<file path="config.mk">
export PLATFORM = sky130hd
export DESIGN_NAME = qos_sram_arb
export DESIGN_NICKNAME = d
export VERILOG_FILES = /design/src/rtl/qos_arb_pkg.sv /design/src/rtl/qos_cfg_regs.sv /design/src/rtl/qos_elig.sv /design/src/rtl/qos_pick.sv /design/src/rtl/qos_sram_arb.sv
export SDC_FILE = /design/constraint.sdc
export NUM_CORES = 1
export LEC_CHECK = 0
export BUFFER_PORTS_ARGS = -buffer_cell sky130_fd_sc_hd__clkbuf_2
export CAP_MARGIN = 20
export CORE_AREA = 2 2 339 341
export CTS_BUF_LIST = sky130_fd_sc_hd__clkbuf_8
export DETAILED_ROUTE_END_ITERATION = 7
export DIE_AREA = 0 0 341 343
export PLACE_DENSITY = 0.3
export SLEW_MARGIN = 20
export SYNTH_ARGS = -nofsm -noshare
export SYNTH_HDL_FRONTEND = slang
export SYNTH_SLANG_ARGS = --single-unit
export TNS_END_PERCENT = 50
</file>
<file path="constraint.sdc">
create_clock -name clk -period 22.8 [get_ports clk]
set_clock_uncertainty 0.15 [all_clocks]
set_input_delay 2.28 -clock clk [delete_from_list [all_inputs] [get_ports clk]]
set_output_delay 2.28 -clock clk [all_outputs]
set_load 0.005 [all_outputs]
</file>
<file path="src/rtl/qos_arb_pkg.sv">
package qos_arb_pkg;
  localparam int QW = 2;
  typedef logic [QW-1:0] qos_t;
  typedef enum logic [QW-1:0] {
    QOS_BACKGROUND = 2'd0,
    QOS_BANDWIDTH  = 2'd1,
    QOS_LATENCY    = 2'd2,
    QOS_CRITICAL   = 2'd3
  } qos_lvl_e;
  localparam int CFG_DW = 32;
  localparam logic [3:0] CFG_FULL_BE = 4'hF;
endpackage

</file>
<file path="src/rtl/qos_cfg_regs.sv">
module qos_cfg_regs
  import qos_arb_pkg::*;
#(
  parameter int NPORTS = 14,
  parameter int CFG_AW = 4,
  parameter logic [NPORTS*QW-1:0] RST_QOS = '0,
  parameter logic [NPORTS-1:0] FIXED_MASK = '0
) (
  input  logic                 clk,
  input  logic                 rst_n,
  input  logic                 cfg_en,
  input  logic                 cfg_we,
  input  logic [CFG_AW-1:0]    cfg_addr,
  input  logic [3:0]           cfg_be,
  input  logic [CFG_DW-1:0]    cfg_wdata,
  output logic [CFG_DW-1:0]    cfg_rdata,
  output logic [NPORTS*QW-1:0] qos_o
);
  logic full_acc;
  assign full_acc = cfg_en && (cfg_be == CFG_FULL_BE);

  for (genvar p = 0; p < NPORTS; p++) begin : g_port
    if (FIXED_MASK[p]) begin : g_fixed
      assign qos_o[p*QW +: QW] = RST_QOS[p*QW +: QW];
    end else begin : g_prog
      qos_t lvl_q, lvl_d;
      logic wr_hit;
      assign wr_hit = full_acc && cfg_we && (int'(cfg_addr) == p);
      always_comb begin
        lvl_d = lvl_q;
        if (wr_hit) lvl_d = cfg_wdata[QW-1:0];
      end
      always_ff @(posedge clk or negedge rst_n) begin
        if (!rst_n) lvl_q <= RST_QOS[p*QW +: QW];
        else if (wr_hit) lvl_q <= lvl_d;
      end
      assign qos_o[p*QW +: QW] = lvl_q;
    end
  end

  always_comb begin
    cfg_rdata = '0;
    if (full_acc && !cfg_we && (int'(cfg_addr) < NPORTS))
      cfg_rdata[QW-1:0] = qos_o[int'(cfg_addr)*QW +: QW];
  end


  narrow_write_chk: assert property (@(posedge clk) disable iff (!rst_n)
    (cfg_en && cfg_we && cfg_be != CFG_FULL_BE) |=> $stable(qos_o));
endmodule

</file>
<file path="src/rtl/qos_elig.sv">
module qos_elig
  import qos_arb_pkg::*;
#(
  parameter int NPORTS = 14
) (
  input  logic                 clk,
  input  logic                 rst_n,
  input  logic [NPORTS-1:0]    req_valid,
  input  logic [NPORTS-1:0]    grant,
  input  logic [NPORTS*QW-1:0] qos_i,
  output logic [NPORTS-1:0]    elig
);
  logic [NPORTS-1:0] seen_q, seen_d;

  always_comb begin
    seen_d = req_valid & ~grant;
    for (int p = 0; p < NPORTS; p++) begin
      elig[p] = req_valid[p] &&
                (qos_i[p*QW +: QW] >= QOS_LATENCY || seen_q[p]);
    end
  end

  always_ff @(posedge clk or negedge rst_n) begin
    if (!rst_n) seen_q <= '0;
    else        seen_q <= seen_d;
  end

  for (genvar p = 0; p < NPORTS; p++) begin : g_chk

    low_wait_chk: assert property (@(posedge clk) disable iff (!rst_n)
      (grant[p] && qos_i[p*QW +: QW] < QOS_LATENCY) |-> $past(req_valid[p]));
  end
endmodule

</file>
<file path="src/rtl/qos_pick.sv">
module qos_pick
  import qos_arb_pkg::*;
#(
  parameter int NPORTS = 14,
  localparam int IW = $clog2(NPORTS)
) (
  input  logic [NPORTS-1:0]    elig,
  input  logic [NPORTS*QW-1:0] qos_i,
  output logic [NPORTS-1:0]    grant,
  output logic [IW-1:0]        win_idx,
  output logic                 win_any
);
  qos_t best;
  always_comb begin
    best    = QOS_BACKGROUND;
    win_any = 1'b0;
    win_idx = '0;
    for (int p = 0; p < NPORTS; p++) begin
      if (elig[p] && (!win_any || qos_i[p*QW +: QW] > best)) begin
        win_any = 1'b1;
        best    = qos_i[p*QW +: QW];
        win_idx = IW'(p);
      end
    end
    grant = '0;
    if (win_any) grant[win_idx] = 1'b1;
  end
endmodule

</file>
<file path="src/rtl/qos_sram_arb.sv">
module qos_sram_arb
  import qos_arb_pkg::*;
#(
  parameter int NPORTS = 14,
  parameter int AW = 8,
  parameter int DW = 32,
  parameter int CFG_AW = 4,
  parameter logic [NPORTS*QW-1:0] RST_QOS = 28'hE55AA6B,
  parameter logic [NPORTS-1:0] FIXED_MASK = 14'h1300,
  localparam int BW = DW / 8,
  localparam int IW = $clog2(NPORTS)
) (
  input  logic                 clk,
  input  logic                 rst_n,
  input  logic [NPORTS-1:0]    req_valid,
  input  logic [NPORTS-1:0]    req_we,
  input  logic [NPORTS*AW-1:0] req_addr,
  input  logic [NPORTS*DW-1:0] req_wdata,
  input  logic [NPORTS*BW-1:0] req_be,
  output logic [NPORTS-1:0]    grant,
  output logic [NPORTS-1:0]    rd_valid,
  output logic [DW-1:0]        rd_data,
  output logic                 mem_en,
  output logic                 mem_we,
  output logic [AW-1:0]        mem_addr,
  output logic [DW-1:0]        mem_wdata,
  output logic [BW-1:0]        mem_be,
  input  logic [DW-1:0]        mem_rdata,
  input  logic                 cfg_en,
  input  logic                 cfg_we,
  input  logic [CFG_AW-1:0]    cfg_addr,
  input  logic [3:0]           cfg_be,
  input  logic [31:0]          cfg_wdata,
  output logic [31:0]          cfg_rdata
);
  logic [1:0] rst_sync_q;
  logic rst_ni;
  always_ff @(posedge clk or negedge rst_n) begin
    if (!rst_n) rst_sync_q <= 2'b00;
    else        rst_sync_q <= {rst_sync_q[0], 1'b1};
  end
  assign rst_ni = rst_sync_q[1];

  logic [NPORTS*QW-1:0] qos;
  logic [NPORTS-1:0]    elig;
  logic [IW-1:0]        win_idx;
  logic                 win_any;

  qos_cfg_regs #(
    .NPORTS(NPORTS), .CFG_AW(CFG_AW), .RST_QOS(RST_QOS), .FIXED_MASK(FIXED_MASK)
  ) u_regs (
    .clk(clk), .rst_n(rst_ni), .cfg_en(cfg_en), .cfg_we(cfg_we),
    .cfg_addr(cfg_addr), .cfg_be(cfg_be), .cfg_wdata(cfg_wdata),
    .cfg_rdata(cfg_rdata), .qos_o(qos)
  );

  qos_elig #(.NPORTS(NPORTS)) u_elig (
    .clk(clk), .rst_n(rst_ni), .req_valid(req_valid), .grant(grant),
    .qos_i(qos), .elig(elig)
  );

  qos_pick #(.NPORTS(NPORTS)) u_pick (
    .elig(elig), .qos_i(qos), .grant(grant), .win_idx(win_idx), .win_any(win_any)
  );

  always_comb begin
    mem_en    = win_any;
    mem_we    = req_we[win_idx];
    mem_addr  = req_addr[win_idx*AW +: AW];
    mem_wdata = req_wdata[win_idx*DW +: DW];
    mem_be    = req_be[win_idx*BW +: BW];
  end

  logic [NPORTS-1:0] rd_pend_q, rd_pend_d;
  assign rd_pend_d = grant & ~req_we;
  always_ff @(posedge clk or negedge rst_ni) begin
    if (!rst_ni) rd_pend_q <= '0;
    else         rd_pend_q <= rd_pend_d;
  end
  assign rd_valid = rd_pend_q;
  assign rd_data  = mem_rdata;


  grant_onehot_chk: assert property (@(posedge clk) disable iff (!rst_ni)
    $onehot0(grant));

  grant_valid_chk: assert property (@(posedge clk) disable iff (!rst_ni)
    (grant & ~req_valid) == '0);

  rd_follow_chk: assert property (@(posedge clk) disable iff (!rst_ni)
    (|rd_valid) |-> ($onehot(rd_valid) && $past(mem_en && !mem_we)));
endmodule

</file>
## Word-level counts from Yosys, hierarchy flattened

Index checks and enable logic that the tools add are counted.

| operators by class | value |
|---|---|
| magnitude comparators | 27 |
| equal/unequal tests | 11 |
| shift-type cells | 4 |
| muxes and demuxes | 46 |
| bitwise operators | 4 |
| reduce and logical (&&, ||, !) cells | 81 |

Operator list:

| cell | number |
|---|---|
| $shiftx 448x10->32 | 1 |
| $shiftx 112x8->8 | 1 |
| $shiftx 56x7->4 | 1 |
| $logic_and 1x1->1 | 42 |
| $mux 2 | 16 |
| $and 14x14->14 | 2 |
| $eq 4x4->1 const B | 7 |
| $not 14->14 | 2 |
| $shiftx 28x6->2 | 1 |
| $logic_or 1x1->1 | 24 |
| $mux 4 | 6 |
| $ge 2x2->1 const B | 11 |
| $gt 2x2->1 | 10 |
| $mux 1 | 17 |
| $logic_not 1->1 | 14 |
| $mux 14 | 1 |
| $eq 4x3->1 const B | 3 |
| $mux 3 | 4 |
| $lt 4x5->1 const B | 1 |
| $bmux 1 s4 | 1 |
| $demux 1 s4 | 1 |
| $eq 4x2->1 const B | 1 |
| $ge 4x1->1 const B | 1 |
| $gt 1x2->1 const A | 2 |
| 3 further kinds | 3 |

| word-level totals | value |
|---|---|
| register bits | 52 |
| bits of input ports | 720 |
| logic and storage cells | 187 |

## Longest topological paths before layout

Gate-level depths: netlist (run 1).

| depth | value |
|---|---|
| depth after elaboration | 63 |
| depth in mapped cells | 75 |
| gate-level depth less buffers | 73 |

## Cells and area by module

A second synthesis (run 1) with hierarchy kept.

| unflattened totals | value |
|---|---|
| cell total of the unflattened synthesis | 927 |
| area total of the unflattened synthesis | 9504.1 um2 |

Modules (own cells, without submodules):

| module | times used | cells each | area each (um2) |
|---|---|---|---|
| qos_sram_arb | 1 | 511 | 5781.8 |
| qos_pick | 1 | 242 | 1656.6 |
| qos_cfg_regs | 1 | 132 | 1487.7 |
| qos_elig | 1 | 42 | 578.1 |

## Worst setup path after synthesis (run 1)

Ideal clock, no wire load.

| timing path | value |
|---|---|
| path kind | input-to-output |
| start | in req_valid[0] |
| end | out mem_wdata[0] |
| arrival | 14.885 ns |
| required time | 20.370 ns |
| setup slack | 5.485 ns |
| cell stages on the path | 70 |
| buffers on the path | 2 |
| path through | o21a_1 > and2_1 > ha_1 > nand2_1 > o21a_1 > o21ai_1 > and2_1 > nor2_1 > inv_1 > ha_1 > nor2b_1 > o21ai_1 > a21oi_1 > a311oi_1 > nor2_1 > ha_1 > nand2_1 > o21ai_0 > [... 34 more ...] > a211oi_1 > o21bai_1 > nand2_1 > o211ai_1 > o21ai_0 > a21oi_1 > ha_1 > nand2_1 > o21ai_0 > a21oi_2 > a21o_1 > nor2_1 > buf_2 > buf_1 > a22o_1 > a221oi_1 > o21ai_0 > or3_1 |

| between the ends | value |
|---|---|
| longest elaborated chain between the ends | 55 |

RTL lines:

| element | line | text |
|---|---|---|
| from (decl) | qos_sram_arb.sv:15 | `input logic [NPORTS-1:0] req_valid,` |
| $logic_and 1x1->1 * | qos_elig.sv:18 | `elig[p] = req_valid[p] &&` |
| $mux 2 / $mux 1 (equally long branches) | qos_pick.sv:19 | `if (elig[p] && (!win_any \|\| qos_i[p*QW +: QW] > best)) begin` |
| $gt 2x2->1 / $logic_not 1->1 (equally long branches) | qos_pick.sv:19 |  |
| $logic_or 1x1->1 | qos_pick.sv:19 |  |
| $logic_and 1x1->1 | qos_pick.sv:19 |  |
| $mux 2 / $mux 1 (equally long branches) | qos_pick.sv:19 |  |
| $gt 2x2->1 / $logic_not 1->1 (equally long branches) | qos_pick.sv:19 |  |
| $logic_or 1x1->1 | qos_pick.sv:19 |  |
| [... 39 more ...] | -- |  |
| $logic_or 1x1->1 | qos_pick.sv:19 |  |
| $logic_and 1x1->1 | qos_pick.sv:19 |  |
| $mux 2 / $mux 1 (equally long branches) | qos_pick.sv:19 |  |
| $gt 2x2->1 / $logic_not 1->1 (equally long branches) | qos_pick.sv:19 |  |
| $logic_or 1x1->1 | qos_pick.sv:19 |  |
| $logic_and 1x1->1 | qos_pick.sv:19 |  |
| $mux 4 * | qos_pick.sv:19 |  |
| $shiftx 448x10->32 * | qos_sram_arb.sv:70 | `mem_wdata = req_wdata[win_idx*DW +: DW];` |
| to (decl) | qos_sram_arb.sv:26 | `output logic [DW-1:0] mem_wdata,` |

Mark *: on every way between the ends. The rest lies on a longest branch, timed or not.

## Worst setup path in the final report (run 1)

| timing path | value |
|---|---|
| start | in req_valid[0] |
| end | out mem_wdata[20] |

Same word-level chain as after synthesis.

==> qor.yml, run 1 <==
floorplanning:
  die_area_mm2: 0.1170
  fp-row-count: 124
  ios: 858
  die_y_um: 343
  core_area_mm2: 0.1134
  initial_core_util_pct: 7.453
  fp.dieW_um: 341
clock_tree:
  root_buffer: "clkbuf_8"
  clk_pin_slew_worst_paths_ns: 0.11
  cts_buffers: 5
  cts_htree_levels: 2
  hold_buffers: 0
  clock-sinks: 51
  cts-resized-gates: 0
  clk_latency_ns: 0.36
  cts_tree: "yes"
  post_cts_buffers: 0
  clock_path_buffers: 2
synth:
  synthAdderAreaFrac_pct: 2.960
  yosysMostFrequentCell: "mux2i_1"
  syn_inst: 1104
  yosysTopAreaCell: "dfrtp_1"
  synth-compound-area-share_pct: 38.99
  synth.area.mux_share_pct: 13.53
  yosysSeqAreaShare_pct: 15.29
  syn_area_per_cell_um2: 7.657
  ys_ff_latch: 51
  yosys.area_share.xor_xnor_pct: 0
  synth_top_area_share_pct: 11.25
  ys_types: 74
  synth.area.top_cells: "dfrtp_1 (11%), mux2i_1 (11%), buf_4 (6.1%), a21oi_1 (5.5%), a222oi_1 (5.2%)"
  ys_warn_count: 0
  ys.flop_type: "dfrtp_1"
  synth_common_cells: "mux2i_1 (94), a21oi_1 (93), nand2_1 (81), buf_4 (69), o21ai_0 (66)"
  synthesis.area_mm2: 0.008453
  synth_top_family_by_area: "compound AO/OA/AOI/OAI gates"
  synth-edff-count: 0
  async_flop_share_pct: 100.0
  synth-simple-area-share_pct: 17.91
timing:
  slew_violations: 0
  max-slew-margin-rel_pct: 9.596
  max_freq_ghz: 0.04690
  finalWorstSetupSlack_ns: 1.477
  timing_hold_violations_final: 0
  period_minus_slack_ns: 21.32
  tns_ns: 0
  setup_viol: 0
  worst_pin_slew_ns: 1.318
  fin_crit_sh_pct: 93.52
  rsz0062_at_grt: "no"
worst_setup_path:
  max_stage_delay_ns: 1.01
  crit_path_frequent_cell: "ha_1"
  rrSetupSlack_ns: 6.48
  arrival_ns: 18.89
  crit_path_start_kind: "input port"
  critical_path_required_ns: 20.37
  cp-end-kind: "output pin"
  path_max_fanout: 27
  crit_type: "in2out"
  cp_slowest_cell: "a221oi_1"
detailed_routing:
  wl_per_cell_um: 25.42
  viasPerCell: 3.686
  drt-total-wl_mm: 83.28
  drtIter0Drc: 889
  ant_nets: 0
  routed-via-count: 12075
  drcViolationCount: 1
  drtPass1Iterations: 8
global_routing:
  overflow: 0
  grt_pass1_wl_mm: 107.6
  track_usage_pct: 13.42
  antenna_found_initial: 33
  grt_pass1_vias: 11833
  grt_max_degree: 83
run_status:
  violations: "DRC"
  status: "finished with violations"
placement:
  portBuffers: 733
  detailed_place_hpwl_mm: 69.47
  dpl_worst_slack_ns: 1.430
  place.gp.congestion: 0.8246
  dp_cells: 3263
worst_hold_path:
  hold_path.class: "reg2async"
cells_and_area:
  instances_no_fill: 3276
  post_route_cells_drive_above_1_share_pct: 48.10
  fin_util_pct: 12.25
  final_nets: 2498
  syn_to_final_growth_pct: 64.34
power:
  peakVddDrop_v: 0.00003648
  fin_total_pwr_uw: 1191
  p_leak_uw: 0.006726
  power_density_mw_per_mm2: 85.70
run:
  drv_cap: 0
[registers in the layout (all words and copies together) (netlist names)]
signal,cells
u_elig.seen_q,13
rst_sync_q,2
rd_valid,14
u_regs.g_port.g_prog.lvl_q,22
[layer usage]
metal	up-vias	share of wire, %	GRT usage (%)
met4	20	0.82	1.211
met1	5871	44	18.10
met3	68	8.3	3.696
met5	-	0.16	0
li1	5563	-	-
met2	553	47	21.98
[through the flow]
stage	hold slack [ns]	cell area (um^2)
after floorplan	0.1812	8562
after detailed placement	0.1918	13740
after CTS	0.2187	13880
after global placement	0.1837	13740
after global routing	0.2261	13880
final	0.2175	13890
[critical path, delay by kind of cell]
family / cells / cell delay, ns
buffers and inverters: 5 / 0.76
AO/OA/AOI/OAI: 37 / 9.95
adder cells (fa/ha/maj): 10 / 2.81
AND/OR/NAND/NOR: 18 / 2.74
multiplexers: 1 / 0.29
[report_power, final]
group	switching (uW)	total, uW	internal (uW)
logic	649	1000	353
registers	4.56	104	99.2
clock network	39.9	84.6	44.7
total	694	1190	497
[logic make-up (layout without fill, tap and decap cells)]
family / count (synthesis) / count (layout)
and+or+nand+nor: 288 / 288
buffers and inverters: 178 / 804
muxes: 109 / 109
DFF: 51 / 51
AOI/OAI and AO/OA: 456 / 456
other: 2 / 36
adders and majority gates: 20 / 20
[area by class of cell]
type | count | area (um^2)
fillers | 13297 | 99520
multi-input cells | 904 | 6452
repair buffers | 772 | 4011
well taps | 1512 | 1892
flip-flops and latches | 51 | 1294
inverters | 24 | 90.09
clock inverters | 3 | 71.32
clock buffers | 5 | 68.82
diodes | 5 | 12.51
[final timing paths]
path                                                       start          endpoint  cells after the start
worst min register to register                     rst_sync_q[1]       rd_valid[7]                      1
worst max register to register  u_regs.g_port[0].g_prog.lvl_q[1]  u_elig.seen_q[3]                     68
worst min-delay path                               rst_sync_q[1]       rd_valid[7]                      1
worst max-delay path                                req_valid[0]     mem_wdata[20]                     71
max in group asynchronous                                  rst_n     rst_sync_q[1]                      1
min in group clk                                   rst_sync_q[0]     rst_sync_q[1]                      0
[cells in the final DEF (no fill, tap or decap), types with 23 or more instances in the layout]
cell,n
clkbuf_2,733
mux2i_1,94
a21oi_1,92
nand2_1,80
o21ai_0,66
and3_1,45
or3_1,44
o2bb2ai_1,44
a222oi_1,44
dfrtp_1,37
buf_4,35
nor2_1,33
o22ai_1,32
conb_1,31
a22o_1,29
a221oi_1,29
nor2b_1,24
inv_1,23
Power figures use the tool's default switching activity.
==> run 2, diff against run 1 <==
==> constraint.sdc (replaced) <==
create_clock -name clk -period 24.8 [get_ports clk]
set_clock_uncertainty 0.15 [all_clocks]
set_input_delay 2.48 -clock clk [delete_from_list [all_inputs] [get_ports clk]]
set_output_delay 2.48 -clock clk [all_outputs]
set_load 0.005 [all_outputs]
==> qor.yml, run 2 (synthesis gave the netlist of run 1 again) <==
global_routing:
  grt_pass1_vias: 11834
  track_usage_pct: 13.31
  grt_max_degree: 50
  antenna_found_initial: 38
  grt_pass1_wl_mm: 106.6
  overflow: 0
cells_and_area:
  layout_common_cells: "clkbuf_2 (733), mux2i_1 (94), a21oi_1 (93), nand2_1 (80), o21ai_0 (66)"
  multi_input_area_mm2: 0.006449
  syn_to_final_growth_pct: 62.86
  instances_no_fill: 3273
  final_common_cell: "clkbuf_2"
  seqCellArea_mm2: 0.001294
  regMostFlops: "u_regs.g_port.g_prog.lvl_q"
  largest_reg_flops: 22
  post_route_cells_drive_above_1_share_pct: 47.92
  fill_cells: 13351
  final_nets: 2494
clock_tree:
  cts-resized-gates: 0
  clock-sinks: 51
  hold_buffers: 0
  cts_buffers: 5
  cts_htree_levels: 2
  cts_tree: "yes"
  clk_pin_slew_worst_paths_ns: 0.12
  clk_latency_ns: 0.35
  clock_path_buffers: 2
  post_cts_buffers: 0
  root_buffer: "clkbuf_8"
worst_setup_path:
  crit_type: "in2out"
  cp_top_family: "compound AO/OA/AOI/OAI gates"
  arrival_ns: 19.48
  path_max_fanout: 30
  cp_slowest_cell: "a222oi_1"
  max_stage_delay_ns: 1.01
  crit_path_frequent_cell: "ha_1"
  cp-end-kind: "output pin"
  rrSetupSlack_ns: 7.60
  critical_path_required_ns: 22.17
  worst-path-buf-inv: 7
  crit_path_start_kind: "input port"
floorplanning:
  fp-row-count: 124
  die_y_um: 343
  core_area_mm2: 0.1134
  ios: 858
  fp.dieW_um: 341
  die_area_mm2: 0.1170
  initial_core_util_pct: 7.453
power:
  p_leak_uw: 0.006664
  peakVddDrop_v: 0.00003699
  power_density_mw_per_mm2: 77.05
detailed_routing:
  drtPass1Iterations: 6
  drcViolationCount: 0
  routed-via-count: 12131
  wl_per_cell_um: 25.45
  drt-total-wl_mm: 83.31
  ant_nets: 0
  viasPerCell: 3.706
  drtIter0Drc: 937
timing:
  max-slew-margin-rel_pct: 28.77
  timing_hold_violations_final: 0
  period_minus_slack_ns: 22.11
  slew_violations: 0
  fin_crit_sh_pct: 89.17
  tns_ns: 0
  setup_viol: 0
  rsz0062_at_grt: "no"
  worst_pin_slew_ns: 1.069
  max_freq_ghz: 0.04522
worst_hold_path:
  hold_path.class: "reg2reg"
run:
  drv_cap: 0
placement:
  dp_cells: 3259
  place.gp.congestion: 0.8159
  portBuffers: 733
  detailed_place_hpwl_mm: 69.67
run_status:
  status: "completed"
==> run 2: power by group <==
| group | switching (uW) | total, uW | internal, uW |
|---|---|---|---|
| logic | 592 | 907 | 316 |
| registers | 4.03 | 95.2 | 91.2 |
| clock network | 37.4 | 58.3 | 20.9 |
| total | 633 | 1060 | 428 |
==> run 2: stage by stage <==
| stage | total power, uW | hold slack (ns) | util [%] | instance area [um^2] | worst slack (ns) |
|---|---|---|---|---|---|
| finish | 1061 | 0.2105 | 12.14 | 13770 | 2.686 |
| global route | 1139 | 0.2356 | 12.13 | 13760 | 1.346 |
| CTS | 1088 | 0.2141 | 12.13 | 13750 | 2.473 |
| detailed placement | 1026 | 0.1846 | 12.04 | 13660 | 2.558 |
| global placement | 1029 | 0.1829 | 12.04 | 13660 | 2.537 |
| floorplan | 557.2 | 0.1812 | - | 8562 | 7.085 |
==> run 2: path summary, 6_finish.rpt <==
path,startpoint,endpoint,cells past startpoint
max,req_valid[0],mem_wdata[3],73
min,rst_sync_q[0],rst_sync_q[1],0
max reg2reg,u_regs.g_port[0].g_prog.lvl_q[1],u_elig.seen_q[6],69
min reg2reg,rst_sync_q[0],rst_sync_q[1],0
max in group asynchronous,rst_n,rst_sync_q[1],1
min in group asynchronous,rst_sync_q[1],rd_valid[7],1
==> run 2: per-layer routing <==
layer  GRT usage (%)  share of wire (%)  vias up
met1           18.35                 45     5905
met3           3.097                7.2       79
met4           1.670               0.82       20
li1                -                  -     5548
met2           21.54                 47      579
met5               0               0.16        -
==> run 2: final cells by class <==
cell class / count / share of cell area [%]
diodes: 6 / 0.1091
repair buffers: 768 / 28.56
inverters: 24 / 0.6544
clock buffers: 5 / 0.4999
clock inverters: 3 / 0.1999
flip-flops and latches: 51 / 9.397
well taps: 1512 / 13.74
multi-input cells: 904 / 46.84
==> run 3, diff against run 2 <==
==> constraint.sdc (replaced) <==
create_clock -name clk -period 24.8 [get_ports clk]
set_clock_uncertainty 0.15 [all_clocks]
set_input_delay 0 -clock clk [delete_from_list [all_inputs] [get_ports clk]]
set_output_delay 0 -clock clk [all_outputs]
set_load 0.005 [all_outputs]
==> qor.yml, run 3 (synthesis gave the netlist of run 1 again) <==
run_status:
  status: "finished with violations"
  violations: "DRC"
cells_and_area:
  final_nets: 2556
  largest_reg_flops: 22
  fill_cells: 13250
  syn_to_final_growth_pct: 70.34
  layout_common_cells: "clkbuf_2 (733), mux2i_1 (94), a21oi_1 (93), nand2_1 (80), o21ai_0 (66)"
  instances_no_fill: 3336
  final_common_cell: "clkbuf_2"
  regMostFlops: "u_regs.g_port.g_prog.lvl_q"
  post_route_cells_drive_above_1_share_pct: 46.12
detailed_routing:
  routed-via-count: 12404
  drtPass1Iterations: 8
  wl_per_cell_um: 24.87
  drtIter0Drc: 1117
  drcViolationCount: 13
  viasPerCell: 3.718
  ant_nets: 0
  drt-total-wl_mm: 82.96
floorplanning:
  initial_core_util_pct: 7.453
  fp.dieW_um: 341
  fp-row-count: 124
  die_area_mm2: 0.1170
  ios: 858
  core_area_mm2: 0.1134
  die_y_um: 343
timing:
  period_minus_slack_ns: 18.62
  worst_pin_slew_ns: 1.117
  whs_ns: 0.04003
  setup_viol: 0
  slew_violations: 0
  rsz0062_at_grt: "no"
  max_freq_ghz: 0.05370
  tns_ns: 0
  timing_hold_violations_final: 0
  max-slew-margin-rel_pct: 25.54
  fin_crit_sh_pct: 75.09
clock_tree:
  cts-resized-gates: 0
  cts_buffers: 5
  root_buffer: "clkbuf_8"
  clock_path_buffers: 2
  clock-sinks: 51
  clk_latency_ns: 0.36
  clk_pin_slew_worst_paths_ns: 0.12
  cts_htree_levels: 2
  cts_tree: "yes"
global_routing:
  grt_max_degree: 50
  grt_pass1_vias: 11961
  track_usage_pct: 13.20
  antenna_found_initial: 36
  grt_pass1_wl_mm: 105.2
  overflow: 0
worst_setup_path:
  crit_type: "reg2out"
  critical_path_required_ns: 24.65
  max_stage_delay_ns: 0.67
  crit_path_start_kind: "flop"
  worst-path-buf-inv: 6
  cp_top_family: "compound AO/OA/AOI/OAI gates"
  cp_slowest_cell: "a21boi_0"
  cp-end-kind: "output pin"
  crit_path_frequent_cell: "ha_1"
  path_max_fanout: 23
  arrival_ns: 18.47
power:
  p_int_uw: 434.0
  comb_power_share_pct: 85.6
  power_density_mw_per_mm2: 74.30
  p_leak_uw: 0.006920
  clkPwrFrac_pct: 5.5
  switching_share_pct: 59.43
  pwr-share-seq_pct: 8.9
  peakVddDrop_v: 0.00003839
  power_switching_uw: 635.8
placement:
  dp_cells: 3256
  portBuffers: 733
  detailed_place_hpwl_mm: 68.89
  place.gp.congestion: 0.8067
worst_hold_path:
  hold_path.class: "in2reg"
run:
  drv_cap: 0
## run 3: changes by cell type in the layout (fill, tap and decap cells not counted)
| cell | delta |
|---|---|
| dlygate4sd3_1 | +65 |
| buf_4 | -3 |
| clkinv_4 | +1 |
| clkinvlp_4 | -1 |
| diode_2 | +1 |
## run 3: path summary, 6_finish.rpt
check,start,endpoint,slack (ns),depth (start not counted)
max,u_regs.g_port[0].g_prog.lvl_q[1],mem_wdata[12],6.18,72
min,cfg_addr[3],u_regs.g_port[3].g_prog.lvl_q[0],0.04,4
max reg2reg,u_regs.g_port[0].g_prog.lvl_q[1],rd_valid[1],7.52,71
min reg2reg,rst_sync_q[0],rst_sync_q[1],0.21,0
max in group asynchronous,rst_sync_q[1],rd_valid[1],23.76,1
min in group asynchronous,rst_sync_q[1],rd_valid[7],0.24,1
## run 3: area by class of cell
cell class                      instances  area [um^2]  area share (%)
Antenna cell                            7        17.52          0.1217
Clock buffer                            5        68.82          0.4779
Clock inverter                          3        28.78          0.1999
Inverter                               24        90.09          0.6257
Multi-Input combinational cell        904         6449           44.79
Sequential cell                        51         1294           8.985
Tap cell                             1512         1892           13.14
Timing Repair Buffer                  830         4559           31.66
## run 3: what timing repair did
action,in CTS,in global routing
hold buffers,65,0
buffers inserted,0,0
endpoints found under the hold margin,73,0
## run 3: per-layer routing
layer / up-vias / global-route usage [%] / share of wire [%]
li1: 5684 / - / -
met1: 6007 / 17.61 / 43
met2: 613 / 21.66 / 47
met3: 80 / 3.469 / 8.3
met4: 20 / 1.927 / 1.3
met5: - / 0 / 0.17
## run 3: power groups by stage
stage          sequential, uW  clock [uW]  combinational [uW]
3_5_place_dp             96.9           0                 928
3_3_place_gp             97.0           0                 929
2_1_floorplan            97.0           0                 460
5_1_grt                  96.2        65.9                 985
6_report                 95.3        59.0                 915
4_1_cts                  95.4        62.2                 940
## run 3: stage by stage
step	area (um^2)	total power (uW)	utilization, %	setup slack (ns)
3_5_place_dp	13630	1025	12.02	6.231
4_1_cts	14380	1098	12.68	5.798
2_1_floorplan	8562	557.2	-	11.54
3_3_place_gp	13630	1026	12.02	6.220
5_1_grt	14390	1147	12.69	4.722
6_report	14400	1070	12.70	6.177
## run 3: tightest hold or removal path, stage by stage
cell,delay [ns]
clkbuf_2,0.25
nor3_1,0.15
nand2_1,0.07
o21ai_0,0.07
